## config.mk

```make
export PLATFORM = sky130hd
export DESIGN_NAME = dac_load_seq
export DESIGN_NICKNAME = d
export VERILOG_FILES = /design/src/rtl/dseq_pkg.sv /design/src/rtl/dseq_edge_det.sv /design/src/rtl/dseq_pointer.sv /design/src/rtl/dseq_bank.sv /design/src/rtl/dac_load_seq.sv
export SDC_FILE = /design/constraint.sdc
export NUM_CORES = 1
export LEC_CHECK = 0
export BUFFER_PORTS_ARGS = -buffer_cell sky130_fd_sc_hd__buf_2
export CORE_MARGIN = 2
export CORE_UTILIZATION = 40
export DETAILED_ROUTE_END_ITERATION = 8
export PLACE_DENSITY = 0.67
export SETUP_SLACK_MARGIN = 0.4
export SYNTH_ARGS = -nofsm -noshare
export SYNTH_HDL_FRONTEND = slang
export SYNTH_SLANG_ARGS = --single-unit
```

## constraint.sdc

```tcl
create_clock -name clk -period 2.45 [get_ports clk]
set_clock_uncertainty 0.15 [all_clocks]
set_input_delay 0.1225 -clock clk [delete_from_list [all_inputs] [get_ports clk]]
set_output_delay 0.1225 -clock clk [all_outputs]
set_load 0.02 [all_outputs]
```

## src/rtl/dseq_pkg.sv

```systemverilog
package dseq_pkg;

    // Run state of the sequence pointer
    typedef enum logic {
        SEQ_IDLE = 1'b0,
        SEQ_RUN  = 1'b1
    } seq_state_e;

    // Capture edge choice
    typedef enum logic {
        CAP_RISE = 1'b0,
        CAP_FALL = 1'b1
    } cap_edge_e;

endpackage

```

## src/rtl/dseq_edge_det.sv

```systemverilog
module dseq_edge_det
    import dseq_pkg::*;
(
    input  logic clk,
    input  logic rst_n,
    input  logic word_clk,
    input  logic edge_fall,
    output logic cap
);

    typedef struct packed {
        logic prev;
    } edge_t;

    edge_t edge_d, edge_q;
    cap_edge_e sel;

    always_comb begin
        sel    = cap_edge_e'(edge_fall);
        edge_d = edge_q;
        // history always tracks the pin, even in standby
        edge_d.prev = word_clk;
        if (sel == CAP_FALL) begin
            cap = edge_q.prev & ~word_clk;
        end else begin
            cap = ~edge_q.prev & word_clk;
        end
    end

    always_ff @(posedge clk or negedge rst_n) begin
        if (!rst_n) begin
            edge_q <= '0;
        end else begin
            edge_q <= edge_d;
        end
    end

endmodule

```

## src/rtl/dseq_pointer.sv

```systemverilog
module dseq_pointer
    import dseq_pkg::*;
#(
    parameter  int NUM_CH = 6,
    parameter  int IDX_W  = 3,
    localparam int CNT_W  = $clog2(NUM_CH + 1)
) (
    input  logic             clk,
    input  logic             rst_n,
    input  logic             hold,
    input  logic             start,
    input  logic             cap,
    input  logic             dir_in,
    output logic             wr_en,
    output logic [IDX_W-1:0] wr_idx,
    output logic             busy
);

    localparam logic [IDX_W-1:0] LAST_IDX = IDX_W'(NUM_CH - 1);
    localparam logic [CNT_W-1:0] LAST_CNT = CNT_W'(NUM_CH - 1);

    typedef struct packed {
        seq_state_e       st;
        logic             dir;
        logic [IDX_W-1:0] ptr;
        logic [CNT_W-1:0] cnt;
    } ptr_t;

    ptr_t ptr_d, ptr_q;

    always_comb begin
        ptr_d = ptr_q;
        wr_en = 1'b0;
        if (!hold) begin
            if (start) begin
                // start outranks a coincident capture
                ptr_d.st  = SEQ_RUN;
                ptr_d.dir = dir_in;
                ptr_d.ptr = dir_in ? LAST_IDX : '0;
                ptr_d.cnt = '0;
            end else if (ptr_q.st == SEQ_RUN && cap) begin
                wr_en     = 1'b1;
                ptr_d.cnt = ptr_q.cnt + 1'b1;
                ptr_d.ptr = ptr_q.dir ? (ptr_q.ptr - 1'b1) : (ptr_q.ptr + 1'b1);
                if (ptr_q.cnt == LAST_CNT) begin
                    ptr_d.st = SEQ_IDLE;
                end
            end
        end
        wr_idx = ptr_q.ptr;
        busy   = (ptr_q.st == SEQ_RUN);
    end

    always_ff @(posedge clk or negedge rst_n) begin
        if (!rst_n) begin
            ptr_q <= '{st: SEQ_IDLE, dir: 1'b0, ptr: '0, cnt: '0};
        end else begin
            ptr_q <= ptr_d;
        end
    end

endmodule

```

## src/rtl/dseq_bank.sv

```systemverilog
module dseq_bank #(
    parameter int NUM_CH = 6,
    parameter int CODE_W = 10,
    parameter int IDX_W  = 3
) (
    input  logic                     clk,
    input  logic                     rst_n,
    input  logic                     hold,
    input  logic                     wr_en,
    input  logic [IDX_W-1:0]         wr_idx,
    input  logic [CODE_W-1:0]        wr_data,
    input  logic                     xfer,
    input  logic                     pol_in,
    output logic [NUM_CH*CODE_W-1:0] stage1_flat,
    output logic [NUM_CH*CODE_W-1:0] stage2_flat,
    output logic                     pol_out
);

    typedef struct packed {
        logic [NUM_CH-1:0][CODE_W-1:0] s1;
        logic [NUM_CH-1:0][CODE_W-1:0] s2;
        logic                          pol;
    } bank_t;

    bank_t bank_d, bank_q;

    always_comb begin
        bank_d = bank_q;
        if (!hold) begin
            if (xfer) begin
                // second stage takes the old first stage
                bank_d.s2  = bank_q.s1;
                bank_d.pol = pol_in;
            end
            for (int ch = 0; ch < NUM_CH; ch++) begin
                if (wr_en && wr_idx == IDX_W'(ch)) begin
                    bank_d.s1[ch] = wr_data;
                end
            end
        end
    end

    always_ff @(posedge clk or negedge rst_n) begin
        if (!rst_n) begin
            bank_q <= '0;
        end else begin
            bank_q <= bank_d;
        end
    end

    generate
        for (genvar g = 0; g < NUM_CH; g++) begin : g_flat
            assign stage1_flat[g*CODE_W +: CODE_W] = bank_q.s1[g];
            assign stage2_flat[g*CODE_W +: CODE_W] = bank_q.s2[g];
        end
    endgenerate

    assign pol_out = bank_q.pol;

endmodule

```

## src/rtl/dac_load_seq.sv

```systemverilog
module dac_load_seq #(
    parameter  int NUM_CH = 6,
    parameter  int CODE_W = 10,
    parameter  int ADDR_W = 3,
    localparam int IDX_W  = $clog2(NUM_CH)
) (
    input  logic                     clk,
    input  logic                     rst_n,
    input  logic                     word_clk,
    input  logic [CODE_W-1:0]        word_data,
    input  logic                     start_cs,
    input  logic                     addr_mode,
    input  logic                     dir_down,
    input  logic                     edge_fall,
    input  logic [ADDR_W-1:0]        ch_addr,
    input  logic                     xfer,
    input  logic                     standby,
    input  logic                     pol_in,
    output logic [NUM_CH*CODE_W-1:0] dac_codes,
    output logic                     pol_out
);

    logic                     cap;
    logic                     seq_start;
    logic                     seq_cap;
    logic                     seq_wr;
    logic                     seq_busy;
    logic [IDX_W-1:0]         seq_idx;
    logic                     addr_hit;
    logic                     addr_wr;
    logic                     wr_en;
    logic [IDX_W-1:0]         wr_idx;
    logic [NUM_CH*CODE_W-1:0] stage1_flat;

    dseq_edge_det u_edge (
        .clk       (clk),
        .rst_n     (rst_n),
        .word_clk  (word_clk),
        .edge_fall (edge_fall),
        .cap       (cap)
    );

    always_comb begin
        seq_start = start_cs & ~addr_mode;
        seq_cap   = cap & ~addr_mode;
        addr_hit  = (int'(ch_addr) < NUM_CH);
        addr_wr   = addr_mode & start_cs & cap & addr_hit & ~standby;
        wr_en     = seq_wr | addr_wr;
        wr_idx    = addr_mode ? ch_addr[IDX_W-1:0] : seq_idx;
    end

    dseq_pointer #(
        .NUM_CH (NUM_CH),
        .IDX_W  (IDX_W)
    ) u_ptr (
        .clk    (clk),
        .rst_n  (rst_n),
        .hold   (standby),
        .start  (seq_start),
        .cap    (seq_cap),
        .dir_in (dir_down),
        .wr_en  (seq_wr),
        .wr_idx (seq_idx),
        .busy   (seq_busy)
    );

    dseq_bank #(
        .NUM_CH (NUM_CH),
        .CODE_W (CODE_W),
        .IDX_W  (IDX_W)
    ) u_bank (
        .clk         (clk),
        .rst_n       (rst_n),
        .hold        (standby),
        .wr_en       (wr_en),
        .wr_idx      (wr_idx),
        .wr_data     (word_data),
        .xfer        (xfer),
        .pol_in      (pol_in),
        .stage1_flat (stage1_flat),
        .stage2_flat (dac_codes),
        .pol_out     (pol_out)
    );

endmodule

```

; Yosys cells after proc, flatten, opt, wreduce, memory -nomap -nowiden
; Cells that the tools add are included.
; Widths: inputs -> output; s select.
[totals]
regBits = 130
input_bits = 23
output_inout_bits = 61
elab_cells = 73
[op_classes]
addsub = 3
magnitude_cmp = 1
eq_ne = 6
mux = 12
bitwise_logic = 13
reduce_logical = 20
[ops]
columns = op, n
row1 = $reduce_and 2->1, 9
row2 = $mux 6, 2
row3 = $eq 3x3->1 const B, 3
row4 = $mux 3, 3
row5 = $and 1x1->1, 8
row6 = $logic_and 1x1->1, 7
row7 = $mux 1, 7
row8 = $add 3x1->3 const B, 2
row9 = $eq 3x2->1 const B, 2
row10 = $not 1->1, 4
row11 = $reduce_bool 2->1, 2
row12 = $eq 3x1->1 const B, 1
row13 = $logic_not 3->1, 1
row14 = $lt 3x3->1 const B, 1
row15 = $reduce_and 3->1, 1
row16 = $sub 3x1->3 const B, 1
row17 = $or 1x1->1, 1

; Longest topological paths before layout
[logic_depth]
word_depth = 11
depth_mapped = 6
depth_no_buf = 5

; By module
; From an unflattened synthesis, not the netlist that was laid out.
[hier_totals]
hier_cells = 321
area_unflattened_um2 = 5182.5
[by_module_without_submodules]
columns = module, instances, cells_per_inst, area_per_inst_um2, seq_area_each_um2
row1 = dseq_bank, 1, 264, 4608.2, 3027.9
row2 = dseq_pointer, 1, 45, 454.2, 200.2
row3 = dac_load_seq, 1, 8, 72.6, 0.0
row4 = dseq_edge_det, 1, 4, 47.5, 25.0

; Least setup slack after synthesis
; No wires, ideal clock.
[synth_timing]
path_type = register -> register
startpoint = register u_edge.edge_q
endpoint = register u_bank.bank_q (netlist bit u_bank.stage1_flat[30])
setup_time_ns = 0.125
arrival_time_ns = 1.774
t_required_ns = 2.175
setup_slack_ns = 0.401
path_stages_with_launch = 6
n_path_buf = 1
synth_period_minus_slack_ns = 2.049
path_cell_list = dfrtp_1 > or3b_4 > a21o_1 > nor4b_2 > buf_6 > mux2_4
[synth_between]
elab_chain_len = 11
word_cells_on_any_way = 15
classes_between = mux (4) / bitwise (8) / reduce/logical (3)
[synth_rtl]
columns = element, line_no
row1 = start: declaration, dseq_edge_det.sv:15  ; edge_t edge_d, edge_q;
row2 = start signal: assignment, dseq_edge_det.sv:34  ; edge_q <= edge_d;
row3 = $not 1->1, dseq_edge_det.sv:26  ; cap = ~edge_q.prev & word_clk;
row4 = $and 1x1->1, dseq_edge_det.sv:26
row5 = $mux 1 *, dseq_edge_det.sv:23  ; if (sel == CAP_FALL) begin
row6 = $and 1x1->1, dac_load_seq.sv:45  ; seq_cap = cap & ~addr_mode;
row7 = $logic_and 1x1->1, dseq_pointer.sv:41  ; end else if (ptr_q.st == SEQ_RUN && cap) begin
row8 = $mux 1, dseq_pointer.sv:41
row9 = $mux 1, dseq_pointer.sv:35  ; if (start) begin
row10 = $mux 1, dseq_pointer.sv:34  ; if (!hold) begin
row11 = $or 1x1->1 *, dac_load_seq.sv:48  ; wr_en = seq_wr | addr_wr;
row12 = $logic_and 1x1->1 *, dseq_bank.sv:36  ; if (wr_en && wr_idx == IDX_W'(ch)) begin
row13 = $reduce_and 2->1 (no source line) *, -
row14 = end signal: assignment, dseq_bank.sv:47  ; bank_q <= bank_d;
row15 = end: declaration, dseq_bank.sv:25  ; bank_t bank_d, bank_q;
; Mark *: on every way between the ends. The rest lies on a longest branch, timed or not.
; A chain may end at the register's enable or synchronous reset.

; Final worst setup path
[layout_timing]
startpoint = register u_edge.edge_q
endpoint = register u_bank.bank_q (netlist bit u_bank.stage1_flat[37])
; The elaborated chain is that of the path after synthesis.

==> results <==
- The run finished, with violations left.
- The checks that failed: hold timing.
- The first-pass iteration count of the detailed router is 4.
- The overall global routing resource usage is between 15 and 20%.
- Power spread over the standard cell area amounts to 950 nW/um^2.
- CTS built an H-tree with a depth of 4.
- The peak fanout along the critical path is 5.
- The required time of the critical path is approximately 2600 ps.
- The number of global-route vias before repair was between 3000 and 4000.
- The synthesized netlist occupies a cell area of about 5200 um^2.
- The family with the most delay on the worst path is simple AND/OR/NAND/NOR gates.
- Yosys instantiated no cell more often than dfrtp_1.
- The worst max-slew margin expressed relative to the limit is between 60 and 70%.
- After clock tree synthesis, the clock-pin slew on the worst setup and hold paths is around 60 ps.
- The max-slew violation count is 0.
- The worst stage delay on the critical path is approximately 400 ps.
- The achievable clock frequency is around 0.48 GHz.
- For this block, the routed nets add up to 11200 um of wire.
- The initialized floorplan defines 41 standard-cell rows.
- Detailed routing inserted a total of 3112 vias.
- The worst reg-to-reg setup slack is 350 ps.
- The count of nets left with antenna violations once routing finished came out at 0.
- The number of port buffers is a little over 80.
- The placement-stage cell area is approximately 5900 um^2.
- The antenna cell count is 0.
- The source-to-sink clock delay at the later pin of the worst-skew pair is 410 ps.
- The initial antenna violation count is 0.
- The arrival time of data at the critical path endpoint is around 2200 ps.
- Synthesis produced a netlist with a net count of roughly 350.
- The top cell type by total area after synthesis is dfrtp_1.
- Among all stages on the critical path, the largest delay is contributed by or3b_4.
- The worst setup path is launched from a flop.
- The clock drives 130 sinks.
- After floorplanning, the core was sized to cover approximately 13000 um^2.
- In the final routed layout, each cell accounts on average for about 18 um.
- The sequential-to-total area share from yosys stat is 62.5%.
- The startpoint identified for the worst hold timing path is word_clk.
- The synthesis-stage register bit count is 130.
- Once placement completed, the tool counted placed cells totaling around 570.
- The number of hold buffers added after CTS was 15.
- For this design the static power due to leakage is roughly 3.4 nW.
- Synthesis produced a netlist whose cell count is 325.
- The portion of the clock cycle consumed by the worst path in the final layout is between 80% and 90%.
- The cell area after layout is between 6000 and 7000 um^2.
- The width of the die is 118 um.
- By area the synthesized netlist is led by dfrtp_1, mux2_2, mux2_4, a32o_1, buf_4.
- The layout overhead on the synthesized area is 30.4%.
- The number of design-rule violations left by the first detailed-router iteration is ~120.
- The longest clock path from root to sink contains 2 buffers.
- TritonCTS built the clock tree.
- During synthesis, Yosys emitted a total of 0 warnings.
- For this run, design rule violations remaining after detail routing come to 0.
- The share of final-layout standard cells stronger than drive strength 1 is 57.1%.
- The total congestion overflow is 0.
- The number of max-cap violations is 0.
- The number of failing setup endpoints in the final timing report is 0.
- The worst hold-check path type is in -> reg.
- The startpoint identified for the worst register-to-register timing path is u_edge.edge_q.
- The number of top-level pins is between 80 and 90.
- The hold violation count in the final report is 1.
- The largest vdd supply drop is approximately 0.43 mV.
- Detailed placement ended at an HPWL of between 7000 and 8000 um.
- Of the post-synthesis cell area, the dominant cell type holds between 60% and 70%.
- The CTS buffer count is 17.
- The critical path goes through or3b_4 -> a21o_1 -> nor4b_4 -> buf_4 -> clkbuf_16 -> mux2_4.
- The sum of negative setup slack is 0 ps.
- The filler-free cell count of the finished design is around 630.
- Setup repair after global routing could not meet its margin everywhere.
- For this run, the leading register cell type out of synthesis is dfrtp_1.
- The end-of-flow core utilization is between 50% and 60%.
- At the end of routability-driven placement, the weighted congestion stood at 0.819.
- The height of the die is roughly 120 um.
- The number of distinct library cell variants in the gate-level netlist after synthesis is between 40 and 50.
- After synthesis, the mean cell area works out to 16.0 um^2.
- The total die area is between 10000 and 15000 um^2.
- The critical path launch point is u_edge.edge_q.
- The post-route worst hold slack is -296 ps.
- After detailed routing, the number of vias per cell comes to roughly 5.
- The final period demand of the worst path is roughly 2100 ps.
- Counting instances in the post-synthesis netlist gives the leading cell types as dfrtp_1, mux2_2, mux2_4.
- The start-to-end type of the worst setup path is reg -> reg.
- The initial standard-cell utilization of the core is between 40% and 50%.
- STA classifies the critical path endpoint as a flop.
- The clock tree root driver cell is clkbuf_16.
- The number of synthesized flops with an enable pin is 0.
- After the last flow step, the layout net total stands at between 400 and 500.
- After synthesis, the share of flip-flops with an asynchronous set or reset is 100%.
- The global-route wire length before repair is 17800 um.
- The buffer and inverter count on the worst path is 2.
- Entering global routing, the biggest net connects between 60 and 70 pins.
- For the pin with the worst max-slew slack, the measured transition is ~560 ps.
## metal layers
metal | wire length [um] | track usage (%) | part of all wire [%]
met1 | 5030 | 20.8 | 45
met2 | 5520 | 27.3 | 49
met3 | 400 | 4.36 | 3.6
met4 | 208 | 7.61 | 1.9
met5 | 0 | 0 | 0
## report_power, final
group	switching [mW]	total (mW)	internal [mW]	leakage, nW
Sequential	0.224	2.77	2.55	1.74
Combinational	0.589	1.14	0.549	1.39
Clock	0.886	2.54	1.66	0.298
## metrics by stage
step / total power, mW / worst slack, ps
3_5_place_dp: 3.91 / 225
6_report: 6.45 / 348
3_3_place_gp: 3.87 / 285
2_1_floorplan: 3.47 / 401
5_1_grt: 6.73 / 267
4_1_cts: 6.50 / 313
## cells by family after synthesis
group / share of synthesized area, %
DFF: 62.5
muxes: 27.5
and+or+nand+nor: 3.41
AOI/OAI and AO/OA: 3.85
buffers and inverters: 1.75
adders and majority gates: 0.865
xor gates and xnor gates: 0.168
## layout by cell type, fill, tap and decap left out, types with 2 or more instances in the layout
cell type	n
clkbuf_8	6
mux2_4	21
o21ai_0	4
clkinv_2	3
bufinv_16	2
a211oi_1	2
nor2_1	5
mux2_2	101
ha_1	2
nand2b_1	3
nand3_1	2
buf_12	4
nand3b_1	2
clkbuf_16	19
dfrtp_1	130
dlygate4sd3_1	15
buf_2	82
nand3_4	2
nand2_1	4
a32o_1	3
a21o_1	2
buf_4	7
clkinvlp_4	2
nor2b_1	2
inv_1	4
## sequential cells by signal (all words and copies together), names as in the netlist
register and flops:
u_ptr.wr_idx 3, u_bank.pol_out 1, u_bank.stage2_flat 60, u_edge.edge_q 1
u_bank.stage1_flat 60, u_ptr.busy 1, u_ptr.ptr_q 4
## worst register-to-register path, cell delays in order (launching register included)
cell and delay, ps:
dfrtp_1 380, or3b_4 400, a21o_1 220, nor4b_4 240, buf_4 160, clkbuf_16 140, mux2_4 300
## final timing paths
| check | end | depth (start not counted) |
|---|---|---|
| setup / recovery | u_bank.stage1_flat[37] | 6 |
| hold / removal | u_edge.edge_q | 1 |
| setup reg to reg | u_bank.stage1_flat[37] | 6 |
| hold reg to reg | u_bank.stage2_flat[36] | 1 |
| max in group asynchronous | u_bank.stage1_flat[29] | 3 |
| min in group asynchronous | u_bank.stage2_flat[11] | 2 |
## final cells by class
class	instances	area, um^2
timing repair buffer	111	754
inverter	4	15.0
clock inverter	8	98.8
multi-input combinational	178	1940
sequential	130	3250
clock buffer	24	512
fill	1081	5880
tap	172	215
## repair_timing
action	in CTS	in global routing
hold endpoints to repair	195	1
gates cloned	1	1
buffers inserted	4	1
endpoints found under the setup margin	53	47
resized for setup	5	10
pin swaps	4	0
Power figures use the tool's default switching activity.
